===== src/rtl/drvstat_pkg.sv =====
package drvstat_pkg;
  localparam int STAT_W = 16;

  localparam logic [STAT_W-1:0] M_ATTN    = 16'h8000;
  localparam logic [STAT_W-1:0] M_FIRST   = 16'h4000;
  localparam logic [STAT_W-1:0] M_WPROT   = 16'h0400;
  localparam logic [STAT_W-1:0] M_NRDY    = 16'h0040;
  localparam logic [STAT_W-1:0] M_BUSY    = 16'h0004;
  localparam logic [STAT_W-1:0] M_ANYERR  = 16'h0001;
  localparam logic [STAT_W-1:0] M_STORE   = 16'hFF7E;
  localparam logic [STAT_W-1:0] M_RDCLR   = 16'hF83A;
  localparam logic [STAT_W-1:0] M_ZERO_NEW = 16'h9200;
  localparam logic [STAT_W-1:0] M_ERR_NEW = 16'hFB7E;
  localparam logic [STAT_W-1:0] M_ERR_OLD = 16'h7B72;

  function automatic logic [STAT_W-1:0] err_mask(input bit newer);
    return newer ? M_ERR_NEW : M_ERR_OLD;
  endfunction
endpackage


===== src/rtl/drvstat_bank.sv =====
module drvstat_bank
  import drvstat_pkg::*;
(
  input  logic              clk,
  input  logic              rst_n,
  input  logic              set_en,
  input  logic [STAT_W-1:0] set_bits,
  input  logic              rd_clr,
  input  logic              ld_evt,
  input  logic              ctl_clear,
  input  logic              loaded,
  output logic [STAT_W-1:0] q,
  output logic [STAT_W-1:0] q_nxt
);
  logic [STAT_W-1:0] kept;
  logic [STAT_W-1:0] raised;

  always_comb begin
    kept   = rd_clr ? (q & ~M_RDCLR) : q;
    raised = (set_en ? (set_bits & M_STORE) : '0) |
             (ld_evt ? (M_ATTN | M_FIRST) : '0);
    if (ctl_clear) begin
      q_nxt = loaded ? (q & M_FIRST) : '0;
    end else begin
      q_nxt = kept | raised;
    end
  end

  always_ff @(posedge clk or negedge rst_n) begin
    if (!rst_n) begin
      q <= '0;
    end else begin
      q <= q_nxt;
    end
  end
endmodule


===== src/rtl/drvstat_fmt.sv =====
module drvstat_fmt
  import drvstat_pkg::*;
#(
  parameter bit NEWER = 1'b1
) (
  input  logic [STAT_W-1:0] raw,
  input  logic              loaded,
  input  logic              wprot,
  output logic [STAT_W-1:0] word
);
  localparam logic [STAT_W-1:0] ERRM = err_mask(NEWER);
  logic [STAT_W-1:0] body;

  generate
    if (NEWER) begin : g_new
      always_comb begin
        if (loaded) begin
          body = (raw & ~(M_ANYERR | M_ZERO_NEW | M_WPROT)) |
                 (wprot ? M_WPROT : '0);
        end else begin
          body = M_NRDY | M_BUSY;
        end
      end
    end else begin : g_old
      always_comb begin
        body = loaded ? (raw & ~M_ANYERR) : M_NRDY;
      end
    end
  endgenerate

  always_comb begin
    word    = body;
    word[0] = |(body & ERRM);
  end
endmodule


===== src/rtl/drv_status_attn.sv =====
module drv_status_attn
  import drvstat_pkg::*;
#(
  parameter int NUM_DRV = 4,
  parameter bit NEWER   = 1'b1,
  localparam int DRV_W  = (NUM_DRV > 1) ? $clog2(NUM_DRV) : 1
) (
  input  logic               clk,
  input  logic               rst_n,
  input  logic               set_valid,
  input  logic [DRV_W-1:0]   set_drv,
  input  logic [STAT_W-1:0]  set_mask,
  input  logic [NUM_DRV-1:0] loaded,
  input  logic [NUM_DRV-1:0] wprot,
  input  logic               rd_req,
  input  logic [DRV_W-1:0]   rd_drv,
  input  logic               poll_arm,
  input  logic               ctl_clear,
  output logic [STAT_W-1:0]  stat_word,
  output logic               stat_valid,
  output logic [NUM_DRV-1:0] attn_vec,
  output logic               flag_req
);
  localparam logic [STAT_W-1:0] ERRM = err_mask(NEWER);

  logic [STAT_W-1:0]  regs    [NUM_DRV];
  logic [STAT_W-1:0]  regs_nx [NUM_DRV];
  logic [NUM_DRV-1:0] ld_q;
  logic [NUM_DRV-1:0] ld_rise;
  logic [NUM_DRV-1:0] attn_nx;
  logic               poll_q, poll_nx;
  logic               flag_nx;
  logic [STAT_W-1:0]  sel_raw;
  logic [STAT_W-1:0]  fmt_word;

  assign ld_rise = loaded & ~ld_q;

  genvar gi;
  generate
    for (gi = 0; gi < NUM_DRV; gi++) begin : g_drv
      drvstat_bank u_bank (
        .clk       (clk),
        .rst_n     (rst_n),
        .set_en    (set_valid && (set_drv == DRV_W'(gi))),
        .set_bits  (set_mask),
        .rd_clr    (rd_req && (rd_drv == DRV_W'(gi))),
        .ld_evt    (ld_rise[gi]),
        .ctl_clear (ctl_clear),
        .loaded    (loaded[gi]),
        .q         (regs[gi]),
        .q_nxt     (regs_nx[gi])
      );
      assign attn_vec[gi] = regs[gi][15];
      assign attn_nx[gi]  = regs_nx[gi][15];

      AST_LOAD_SETS_ATTN: assert property (@(posedge clk) disable iff (!rst_n)
        (ld_rise[gi] && !ctl_clear) |=> attn_vec[gi]);
    end
  endgenerate

  always_comb begin
    sel_raw = regs[0];
    for (int i = 1; i < NUM_DRV; i++) begin
      if (rd_drv == DRV_W'(i)) sel_raw = regs[i];
    end
  end

  drvstat_fmt #(.NEWER(NEWER)) u_fmt (
    .raw    (sel_raw),
    .loaded (loaded[rd_drv]),
    .wprot  (wprot[rd_drv]),
    .word   (fmt_word)
  );

  always_comb begin
    if (ctl_clear) begin
      poll_nx = 1'b0;
    end else if (rd_req || poll_arm) begin
      poll_nx = 1'b1;
    end else begin
      poll_nx = poll_q;
    end
    flag_nx = !ctl_clear &&
              ((rd_req && (|attn_nx)) || ((|ld_rise) && poll_q));
  end

  always_ff @(posedge clk or negedge rst_n) begin
    if (!rst_n) begin
      ld_q       <= '0;
      poll_q     <= 1'b0;
      flag_req   <= 1'b0;
      stat_valid <= 1'b0;
      stat_word  <= '0;
    end else begin
      ld_q       <= loaded;
      poll_q     <= poll_nx;
      flag_req   <= flag_nx;
      stat_valid <= rd_req;
      if (rd_req) begin
        stat_word <= fmt_word;
      end
    end
  end

  AST_ERR_SUMMARY: assert property (@(posedge clk) disable iff (!rst_n)
    stat_valid |-> (stat_word[0] == |(stat_word & ERRM)));

  AST_RD_CLEARS_ATTN: assert property (@(posedge clk) disable iff (!rst_n)
    (rd_req && !set_valid && !(|ld_rise) && !ctl_clear) |=>
      !attn_vec[$past(rd_drv)]);

  AST_CLEAR_NO_FLAG: assert property (@(posedge clk) disable iff (!rst_n)
    ctl_clear |=> !flag_req);

  generate
    if (NEWER) begin : g_mbz
      AST_NEWER_ZERO_BITS: assert property (@(posedge clk) disable iff (!rst_n)
        stat_valid |-> (stat_word[15] == 1'b0 && stat_word[12] == 1'b0 &&
                        stat_word[9] == 1'b0));
    end
  endgenerate
endmodule


===== config.mk =====
export PLATFORM = sky130hd
export DESIGN_NAME = drv_status_attn
export DESIGN_NICKNAME = d
export VERILOG_FILES = /design/src/rtl/drvstat_pkg.sv /design/src/rtl/drvstat_bank.sv /design/src/rtl/drvstat_fmt.sv /design/src/rtl/drv_status_attn.sv
export SDC_FILE = /design/constraint.sdc
export NUM_CORES = 1
export LEC_CHECK = 0
export BUFFER_PORTS_ARGS = -buffer_cell sky130_fd_sc_hd__buf_4
export CORE_MARGIN = 10
export CORE_UTILIZATION = 57
export CTS_BUF_LIST = sky130_fd_sc_hd__clkbuf_4
export CTS_CLUSTER_SIZE = 8
export DETAILED_ROUTE_END_ITERATION = 12
export GPL_ROUTABILITY_DRIVEN = 0
export PLACE_DENSITY_LB_ADDON = 0.12
export SETUP_SLACK_MARGIN = 0.5
export SYNTH_ARGS = -nofsm -noshare
export SYNTH_HDL_FRONTEND = slang
export SYNTH_SLANG_ARGS = --single-unit

===== constraint.sdc =====
create_clock -name clk -period 2.7 [get_ports clk]
set_input_delay 0.27 -clock clk [delete_from_list [all_inputs] [get_ports clk]]
set_output_delay 0.27 -clock clk [all_outputs]
set_load 0.05 [all_outputs]

## After elaboration in Yosys (flattened, before gate mapping)

Cells that the tools add are included.

| word-level totals | value |
|---|---|
| input port bits | 34 |
| word-level logic and storage cells | 86 |
| output and inout port bits | 22 |
| flip-flop bits (word level) | 87 |

| cells by class | value |
|---|---|
| reductions and logical operators | 20 |
| equality and inequality tests | 10 |
| multiplexer cells | 31 |
| order comparisons | 1 |
| bitwise logic cells | 11 |

Operators with widths:

| operator | count |
|---|---|
| 2-to-1 mux 16 bit | 17 |
| bitwise OR 16 bit | 8 |
| 2-to-1 mux 15 bit | 7 |
| bitwise OR 15 x 16 -> 16 bit | 1 |
| OR reduction 13 bit | 1 |
| logical AND 1 bit | 11 |
| 2-to-1 mux 11 bit | 1 |
| equality test 2 bit, second input constant | 4 |
| inequality test 2 bit, second input constant | 4 |
| OR reduction 4 bit | 2 |
| bitwise AND 4 bit | 1 |
| binary-select mux 1 bit (select 2 bit) | 2 |
| equality test 2 x 1 -> 1 bit, second input constant | 2 |
| logical NOT 2 bit | 2 |
| 2-to-1 mux 1 bit | 4 |
| NOT 4 bit | 1 |
| < comparator 2 x 3 -> 1 bit, second input constant | 1 |
| logical OR 1 bit | 2 |
| nonzero test 2 bit | 1 |
| logical NOT 1 bit | 1 |

## Longest topological paths before layout

Gate-level depths: netlist of run 1.

| logic depth | value |
|---|---|
| word-level depth | 10 |
| depth in mapped cells | 6 |
| depth with buffers taken out | 4 |

## By module

From an unflattened synthesis of run 1, not the netlist that was laid out.

| unflattened totals | value |
|---|---|
| cells, all modules | 343 |
| area, all modules | 4055.1 µm² |

By module, submodules not included:

| module | sequential area each (µm²) | area each (µm²) | cells each | instances |
|---|---|---|---|---|
| drvstat_bank | 400.4 | 646.9 | 60 | 4 |
| drv_status_attn | 575.6 | 1327.5 | 82 | 1 |
| drvstat_fmt | 0.0 | 140.1 | 21 | 1 |

## Worst setup path before layout of run 1

No wires, ideal clock.

| timing | value |
|---|---|
| path type | input -> register |
| from | input rd_drv[1] |
| to | register stat_word[0] |
| required time | 2.576 ns |
| library setup time | 0.124 ns |
| slack | 1.019 ns |
| arrival | 1.557 ns |
| stages on the path | 5 |
| path buffers | 2 |
| cells stage by stage | buf_6 > buf_8 > mux4_2 > o311a_1 > a211o_1 |

| on the way | value |
|---|---|
| cells in the longest elaborated chain, start to end | 7 |
| elaborated cells on any way between the ends | 11 |
| those cells by class | 3 x eq/ne; 6 x mux; 1 x bitwise; 1 x reduce/logical |

Ends and longest elaborated chain:

| item | line | text |
|---|---|---|
| start: declaration | drv_status_attn.sv:16 | `input logic [DRV_W-1:0] rd_drv,` |
| equality test 2 x 1 -> 1 bit | drv_status_attn.sv:64 | `if (rd_drv == DRV_W'(i)) sel_raw = regs[i];` |
| 2-to-1 mux 15 bit (3 in series) | drv_status_attn.sv:64 |  |
| bitwise OR 15 x 16 -> 16 bit | drvstat_fmt.sv:18 | `body = (raw & ~(M_ANYERR \| M_ZERO_NEW \| M_WPROT)) \|` |
| 2-to-1 mux 16 bit * | drvstat_fmt.sv:17 | `if (loaded) begin` |
| OR reduction 13 bit * | drvstat_fmt.sv:33 | `word[0] = \|(body & ERRM);` |
| end signal: assignment | drv_status_attn.sv:100 | `stat_word <= fmt_word;` |
| end: declaration | drv_status_attn.sv:19 | `output logic [STAT_W-1:0] stat_word,` |

Every way passes the cells marked *; elsewhere a longest branch is shown, timed or not. The select of a mux whose other input is x is not followed.
A chain may end at the register's enable or synchronous reset.

## Worst setup path in the final report of run 1

| timing | value |
|---|---|
| from | register g_drv[1].u_bank.q[13] |
| to | register stat_word[0] |

| on the way | value |
|---|---|
| cells in the longest elaborated chain, start to end | 6 |

Ends and longest elaborated chain:

| item | line | text |
|---|---|---|
| start: declaration | drvstat_bank.sv:12 | `output logic [STAT_W-1:0] q,` |
| start signal: assignment | drvstat_bank.sv:33 | `q <= q_nxt;` |
| 2-to-1 mux 15 bit (3 in series) | drv_status_attn.sv:64 |  |
| bitwise OR 15 x 16 -> 16 bit | drvstat_fmt.sv:18 |  |
| 2-to-1 mux 16 bit | drvstat_fmt.sv:17 |  |
| OR reduction 13 bit | drvstat_fmt.sv:33 |  |

No other way between the ends.

==> results of run 1 <==
-- registers in the layout (all words and copies together), names as in the netlist --
name            flops
flag_req            1
poll_q              1
stat_word          13
g_drv.u_bank.q     44
ld_q                4
stat_valid          1
-- final timing paths --
check | end | start | cells after the start | slack (ns)
setup / recovery | stat_word[0] | g_drv[1].u_bank.q[13] | 4 | 0.91
hold / removal | poll_q | poll_arm | 3 | 0.08
setup reg to reg | stat_word[0] | g_drv[1].u_bank.q[13] | 4 | 0.91
hold reg to reg | g_drv[3].u_bank.q[8] | g_drv[3].u_bank.q[8] | 2 | 0.50
max in group asynchronous | g_drv[3].u_bank.q[14] | rst_n | 2 | 1.70
min in group asynchronous | stat_word[7] | rst_n | 2 | 0.47
-- per-layer routing --
metal	vias to the layer above	part of all wire	wire [µm]
met2	78	0.47	3275
met3	8	0.075	518
met1	1090	0.44	3028
met5	-	0	0
met4	0	0.016	111
li1	1017	-	-
-- through the flow --
stage | worst slack (ns) | area, µm² | cells | util | hold slack [ns]
after detailed placement | 0.6722 | 3247 | 360 | 0.6439 | 0.4016
after CTS | 0.9134 | 3406 | 379 | 0.6754 | 0.0001013
after floorplan | 1.019 | 2933 | 265 | - | -0.02559
final | 0.9121 | 3416 | 380 | 0.6774 | 0.08069
after global placement | 0.7093 | 3247 | 360 | 0.6439 | 0.4046
after global routing | 0.7864 | 3416 | 380 | 0.6774 | 0.08567
-- placed cells by master (no fill, tap or decap), types with 3 or more instances in the layout --
cell type      instances
nand2_1                6
inv_1                 12
a221oi_1               3
buf_4                 51
and2_1                 3
dlygate4sd3_1          5
nor2_1                44
mux4_1                 4
clkinv_1               3
o21ai_0               16
a22oi_1               27
a21oi_1               13
mux4_2                 8
conb_1                 3
dfrtp_1               64
clkbuf_4               9
nor2b_1                9
nand3_1               10
-- report_power, final --
part	internal, µW	total (µW)	switching [µW]
Combinational	129	352	223
Sequential	1010	1030	28.0
Clock	265	592	327
Total	1400	1980	578
-- logic make-up (layout without fill, tap and decap cells) --
group / after synthesis / in the layout / share of synthesized area
mux: 12 / 12 / 0.09752
compound gates: 69 / 69 / 0.1595
other cells: 1 / 3 / 0.001282
simple gates: 79 / 79 / 0.1253
flops: 64 / 64 / 0.5475
buf+inv: 38 / 83 / 0.06886
-- area by class of cell --
type,count,area (µm²)
multi-input cells,163,1130
repair buffers,56,432.9
fillers,384,1627
inverters,12,45.04
clock inverters,6,51.30
well taps,70,87.58
flip-flops and latches,64,1602
clock buffers,9,67.56
-- worst min-delay path, stage by stage --
cell and delay, ns:
buf_4 0.08, nor3_1 0.03, nor2_1 0.07
-- timing repair --
item | in CTS | in global routing
hold endpoints to repair | 67 | 1
setup buffers | 0 | 0
hold buffers | 4 | 1
==> key figures, run 1 <==
Outcome
  – Status: completed

Power
  – PnR Total Power: between 1500 and 2000 µW
  – PD cells: a little under 600 nW/µm²
  – Peak supply drop: 0.3681 mV
  – Leakage power: 0.001575 µW

Worst setup path
  – CP max stage delay: 0.49 ns
  – Critical Path Sink Type: register
  – CP Data Arrival Time: about 2.1 ns
  – WP data required: around 3 ns
  – Bufs and invs on worst path: 0
  – Crit path max-delay family: multiplexers
  – Worst path cell trace: mux4_2, nor4_2, a41oi_1, a211o_1
  – CP max-delay cell: mux4_2
  – Critical Path Source Type: register
  – Setup CP Type: reg2reg
  – CP Max Fanout: 2

Drt
  – DR vias/cell: 5.771
  – Total Wirelength: 6.934 mm
  – Antenna Nets Post-Route: 0
  – Drt first pass iters: 5
  – Drt initial violations: 235
  – Drt wl/cell: 18.25 µm
  – # DRC: 0
  – Via Count: 2193

Die
  – Number of core rows: 26
  – Die width: 91.64 µm
  – Area of the core: a little over 5000 µm²
  – Die H: about 92 µm
  – # IOs: 56
  – Initial Utilization: 0.5801
  – Die Footprint: 8398 µm²

Timing
  – Final period util: 0.6622
  – Clock period minus worst slack: about 1.8 ns
  – Number of setup violations in the final report: 0
  – Pins Over Slew Limit: 0
  – Worst Clk Skew: 0.01156 ns
  – Final Hold Fails: 0
  – Slew headroom: 0.4804
  – Setup TNS: 0 ns
  – FMAX: ~560 MHz
  – Worst-Margin Slew: around 0.78 ns
  – Unrepaired setup endpoints after global routing: false

Clock tree
  – Htree depth: 3
  – Post-CTS Resized: 0
  – Worst-Skew Late Latency: just over 0.4 ns
  – Clk sinks: 64
  – Clk buf depth: 2
  – TritonCTS Buffers: 9
  – Root buffer cell: clkbuf_4
  – CTS tree: done
  – Reg clk slew, reported paths: 0.11 ns

Global route
  – Largest net degree at the start of global routing: 65
  – GR Util met1: 0.2363
  – Peak-usage layer in the global routing report: met2
  – GRT Total Usage: 0.1720
  – Met3 global-route usage: 0.04645
  – Vias in the first global route: 2231
  – Total grt overflow: 0
  – Initial antenna violation count: 0
  – Met2 Usage GRT: 0.2500
  – First-pass GRT wire length: 11.55 mm

Synth
  – Mean Syn Cell Area: 11.12 µm²
  – Prevailing post-synth register cell: dfrtp_1
  – Number of enable flip-flop cells after synthesis: 0
  – Yosys reg bits: 64
  – Most area-consuming cells after synthesis: dfrtp_1 55%, a22oi_1 6.9%, mux4_2 6.2%, nor2_1 5.6%, mux4_1 3.6%
  – Top post-synthesis cells by count: 64 x dfrtp_1, 44 x nor2_1, 27 x a22oi_1
  – Most common cell in the netlist: dfrtp_1
  – Count of cell types in the netlist: 34
  – Synth top area share: 0.5475
  – Cells after Synth: 263
  – Async SR Flop Fraction: 1.000
  – Post-Syn Area: ~2900 µm²
  – Yosys top cell by area: dfrtp_1
  – Syn. warnings: 0
  – Post-synthesis sequential area ratio: 0.5475

Final layout
  – Syn-to-layout area delta: 16.77%
  – Fraction of layout cells with a size suffix above 1: 0.2387
  – N_diodes: 0
  – Layout Nets: 340

Placement
  – Port bufs: 47
  – Hpwl dp: approximately 4.6 mm

Hold path
  – HP Class: in2reg

Flow run
  – Max-Cap Viols: 0
No activity file was read; power rests on OpenSTA's default activity.
==> run 2, diff against run 1 <==
--- a/config.mk
+++ b/config.mk
@@ -7,7 +7,7 @@
 export LEC_CHECK = 0
 export BUFFER_PORTS_ARGS = -buffer_cell sky130_fd_sc_hd__buf_4
 export CORE_MARGIN = 10
-export CORE_UTILIZATION = 57
+export CORE_UTILIZATION = 51
 export CTS_BUF_LIST = sky130_fd_sc_hd__clkbuf_4
 export CTS_CLUSTER_SIZE = 8
 export DETAILED_ROUTE_END_ITERATION = 12
==> constraint.sdc (replaced) <==
create_clock -name clk -period 1.5 [get_ports clk]
set_input_delay 0.15 -clock clk [delete_from_list [all_inputs] [get_ports clk]]
set_output_delay 0.15 -clock clk [all_outputs]
set_load 0.05 [all_outputs]
==> run 2 against run 1 <==
Net effect:
- the run now ends with negative setup slack left
- global-route usage is 1.2 points higher
- hold slack got worse by 0.061 ns
- final cell count is 18% higher
- critical path depth unchanged
- largest cell class unchanged
- power is 97% higher
- sequential share of layout area fell by 8.9 points
==> key figures, run 2 (same netlist as run 1, synthesis figures left out) <==
Outcome
  – Status: complete, but fails checks (was completed)
  – Failing checks: negative setup slack

Final layout
  – Top reg by flops: g_drv.u_bank.q (unchanged)
  – Commonest non-fill, non-tap cells in the layout: 82 x buf_4, 64 x dfrtp_1, 42 x nor2_1 (was 64 x dfrtp_1, 51 x buf_4, 44 x nor2_1)
  – N_diodes: 0 (unchanged)
  – Most common cell after layout, fill and taps aside: buf_4 (was dfrtp_1)
  – Max reg flops: 44 (unchanged)
  – Post-route insts no fill: 450 (was 380)
  – Layout Nets: 407 (was 340)
  – Fraction of layout cells with a size suffix above 1: 0.4577 (was 0.2387)
  – Largest regs: g_drv.u_bank.q x44, stat_word x13, ld_q x4 (unchanged)
  – Syn-to-layout area delta: 44.01% (was 16.77%)

Worst setup path
  – Reg2Reg Setup Slack: -0.22 ns (was 0.91 ns)
  – Critical Path Sink Type: register (unchanged)
  – Reg2reg start: g_drv[3].u_bank.q[4] (was g_drv[1].u_bank.q[13])
  – CP Data Arrival Time: 2.03 ns (was 2.08 ns)
  – Setup CP Type: reg2reg (unchanged)
  – R2R depth: 4 (unchanged)
  – WP data required: 1.80 ns (was 2.99 ns)
  – CP Max Fanout: 2 (unchanged)
  – R2r endpoint: stat_word[0] (unchanged)
  – Critical Path Source Type: register (unchanged)

Timing
  – Number of setup violations in the final report: 1 (was 0)
  – Clock period minus worst slack: 1.723 ns (was 1.788 ns)
  – Pins Over Slew Limit: 0 (unchanged)
  – Worst-Margin Slew: 0.5924 ns (was 0.7794 ns)
  – Final period util: 1.149 (was 0.6622)
  – Worst Clk Skew: 0.01163 ns (was 0.01156 ns)
  – Unrepaired setup endpoints after global routing: true (was false)
  – FMAX: 580.4 MHz (was 559.3 MHz)
  – Final Hold Fails: 0 (unchanged)
  – Post-route worst setup slack: -0.2230 ns (was 0.9121 ns)
  – Slew headroom: 0.6033 (was 0.4804)

Power
  – Combinational Power Share: 0.227 (was 0.178)
  – Sequential power share: 0.481 (was 0.523)
  – PD cells: 924.8 nW/µm² (was 579.5 nW/µm²)
  – Switching Power: 1142 µW (was 578.2 µW)
  – PnR Total Power: 3896 µW (was 1979 µW)
  – Pint: 2754 µW (was 1401 µW)
  – Proportion of power drawn by the clock network: 0.292 (was 0.299)
  – Leakage power: 0.001952 µW (was 0.001575 µW)
  – Sw frac: 0.2931 (was 0.2921)
  – Peak supply drop: 0.5966 mV (was 0.3681 mV)

Placement
  – DP Cell Count: 403 (was 360)
  – Port bufs: 47 (unchanged)
  – Hpwl dp: 5.418 mm (was 4.649 mm)
  – DP Worst Slack: -0.2445 ns (was 0.6722 ns)

Die
  – Initial Utilization: 0.5280 (was 0.5801)
  – Die width: 95.74 µm (was 91.64 µm)
  – # IOs: 56 (unchanged)
  – Number of core rows: 27 (was 26)
  – Die H: 95.74 µm (was 91.64 µm)
  – Area of the core: 5540 µm² (was 5042 µm²)
  – Die Footprint: 9165 µm² (was 8398 µm²)

Clock tree
  – Htree depth: 3 (unchanged)
  – Clk sinks: 64 (unchanged)
  – Root buffer cell: clkbuf_4 (unchanged)
  – CTS tree: done (unchanged)
  – Worst-Skew Late Latency: 0.41 ns (about the same)
  – Clk buf depth: 2 (unchanged)
  – Reg clk slew, reported paths: 0.11 ns (about the same)
  – TritonCTS Buffers: 9 (unchanged)

Drt
  – Via Count: 2481 (was 2193)
  – Total Wirelength: 8.160 mm (was 6.934 mm)
  – Drt initial violations: 154 (was 235)
  – DR vias/cell: 5.513 (was 5.771)
  – Drt first pass iters: 4 (was 5)
  – Drt wl/cell: 18.13 µm (was 18.25 µm)
  – Antenna Nets Post-Route: 0 (unchanged)
  – # DRC: 0 (unchanged)

Hold path
  – Worst Hold Endpoint: g_drv[0].u_bank.q[3] (was poll_q)
  – Hold path depth: 3 (unchanged)
  – Hold path startpoint: set_mask[3] (was poll_arm)
  – HP Class: in2reg (unchanged)

Global route
  – First-pass GRT wire length: 12.75 mm (was 11.55 mm)
  – Total grt overflow: 0 (unchanged)
  – GRT Total Usage: 0.1840 (was 0.1720)
  – Vias in the first global route: 2440 (was 2231)
  – Largest net degree at the start of global routing: 43 (was 65)
  – Initial antenna violation count: 0 (unchanged)

Flow run
  – Max-Cap Viols: 0 (unchanged)
-- run 2: cell types whose count changed in the layout (fill, tap and decap cells not counted), moves of 7 or more --
cell | before | now
buf_4 | 51 | 82
buf_6 | 0 | 30
o21ai_0 | 16 | 3
o21ai_1 | 0 | 11
nand3_1 | 10 | 1
nand3_2 | 0 | 8
a22oi_1 | 27 | 20
a22oi_2 | 0 | 7
-- run 2: how the worst max path moves through the flow --
| stage | depth (start not counted) | startpoint | endpoint | slack, ns |
|---|---|---|---|---|
| floorplan | 5 | rd_drv[1] | stat_word[0] | -0.08 |
| global placement | 5 | rd_drv[1] | stat_word[0] | -0.23 |
| detailed placement | 7 | rd_drv[1] | stat_word[0] | -0.24 |
| CTS | 4 | g_drv[3].u_bank.q[13] | stat_word[0] | -0.21 |
| global route | 4 | g_drv[3].u_bank.q[4] | stat_word[0] | -0.24 |
| finish | 4 | g_drv[3].u_bank.q[4] | stat_word[0] | -0.22 |
-- run 2: timing repair --
item,in CTS,in global routing
hold endpoints to repair,81,0
resized for setup,39,13
pin swaps,9,3
buffers inserted,10,12
endpoints found under the setup margin,44,36
hold buffers,9,0
-- run 2: critical path: stages (launching register included) --
cell and delay [ns]:
dfrtp_1 0.40, mux4_2 0.52, nor4_4 0.31, a41oi_1 0.14
a211o_1 0.24
-- run 2: layout make-up --
| cell class | count | area [µm²] |
|---|---|---|
| clock buffer | 11 | 82.58 |
| clock inverter | 5 | 47.55 |
| fill | 359 | 1328 |
| inverter | 12 | 45.04 |
| multi-input combinational | 163 | 1267 |
| sequential | 64 | 1602 |
| tap | 72 | 90.09 |
| timing repair buffer | 123 | 1079 |
-- run 2: through the flow --
| stage | cell area, µm² | hold slack, ns | TNS [ns] | util |
|---|---|---|---|---|
| floorplan | 3053 | -0.1456 | -0.08257 | - |
| global placement | 3654 | 0.06541 | -1.176 | 0.6594 |
| detailed placement | 3654 | 0.06624 | -1.443 | 0.6594 |
| CTS | 4076 | 0.007579 | -0.2105 | 0.7358 |
| global route | 4213 | 0.02657 | -0.2563 | 0.7604 |
| finish | 4213 | 0.01989 | -0.2230 | 0.7604 |
-- run 2: power groups by stage --
stage / sequential (µW) / combinational, µW / clock, µW
final: 1870 / 885 / 1140
after global placement: 1900 / 739 / 0
after floorplan: 1990 / 359 / 0
after global routing: 1880 / 949 / 1240
after detailed placement: 1900 / 750 / 0
after CTS: 1870 / 842 / 1160
-- run 2: routing by layer --
| metal | share of wire | up-vias | global-route usage | wire length (µm) |
|---|---|---|---|---|
| met2 | 0.49 | 100 | 0.2889 | 3984 |
| met5 | 0 | - | 0 | 0 |
| li1 | - | 1157 | - | - |
| met3 | 0.086 | 11 | 0.04591 | 700 |
| met4 | 0.013 | 0 | 0.08968 | 107 |
| met1 | 0.41 | 1213 | 0.2333 | 3368 |
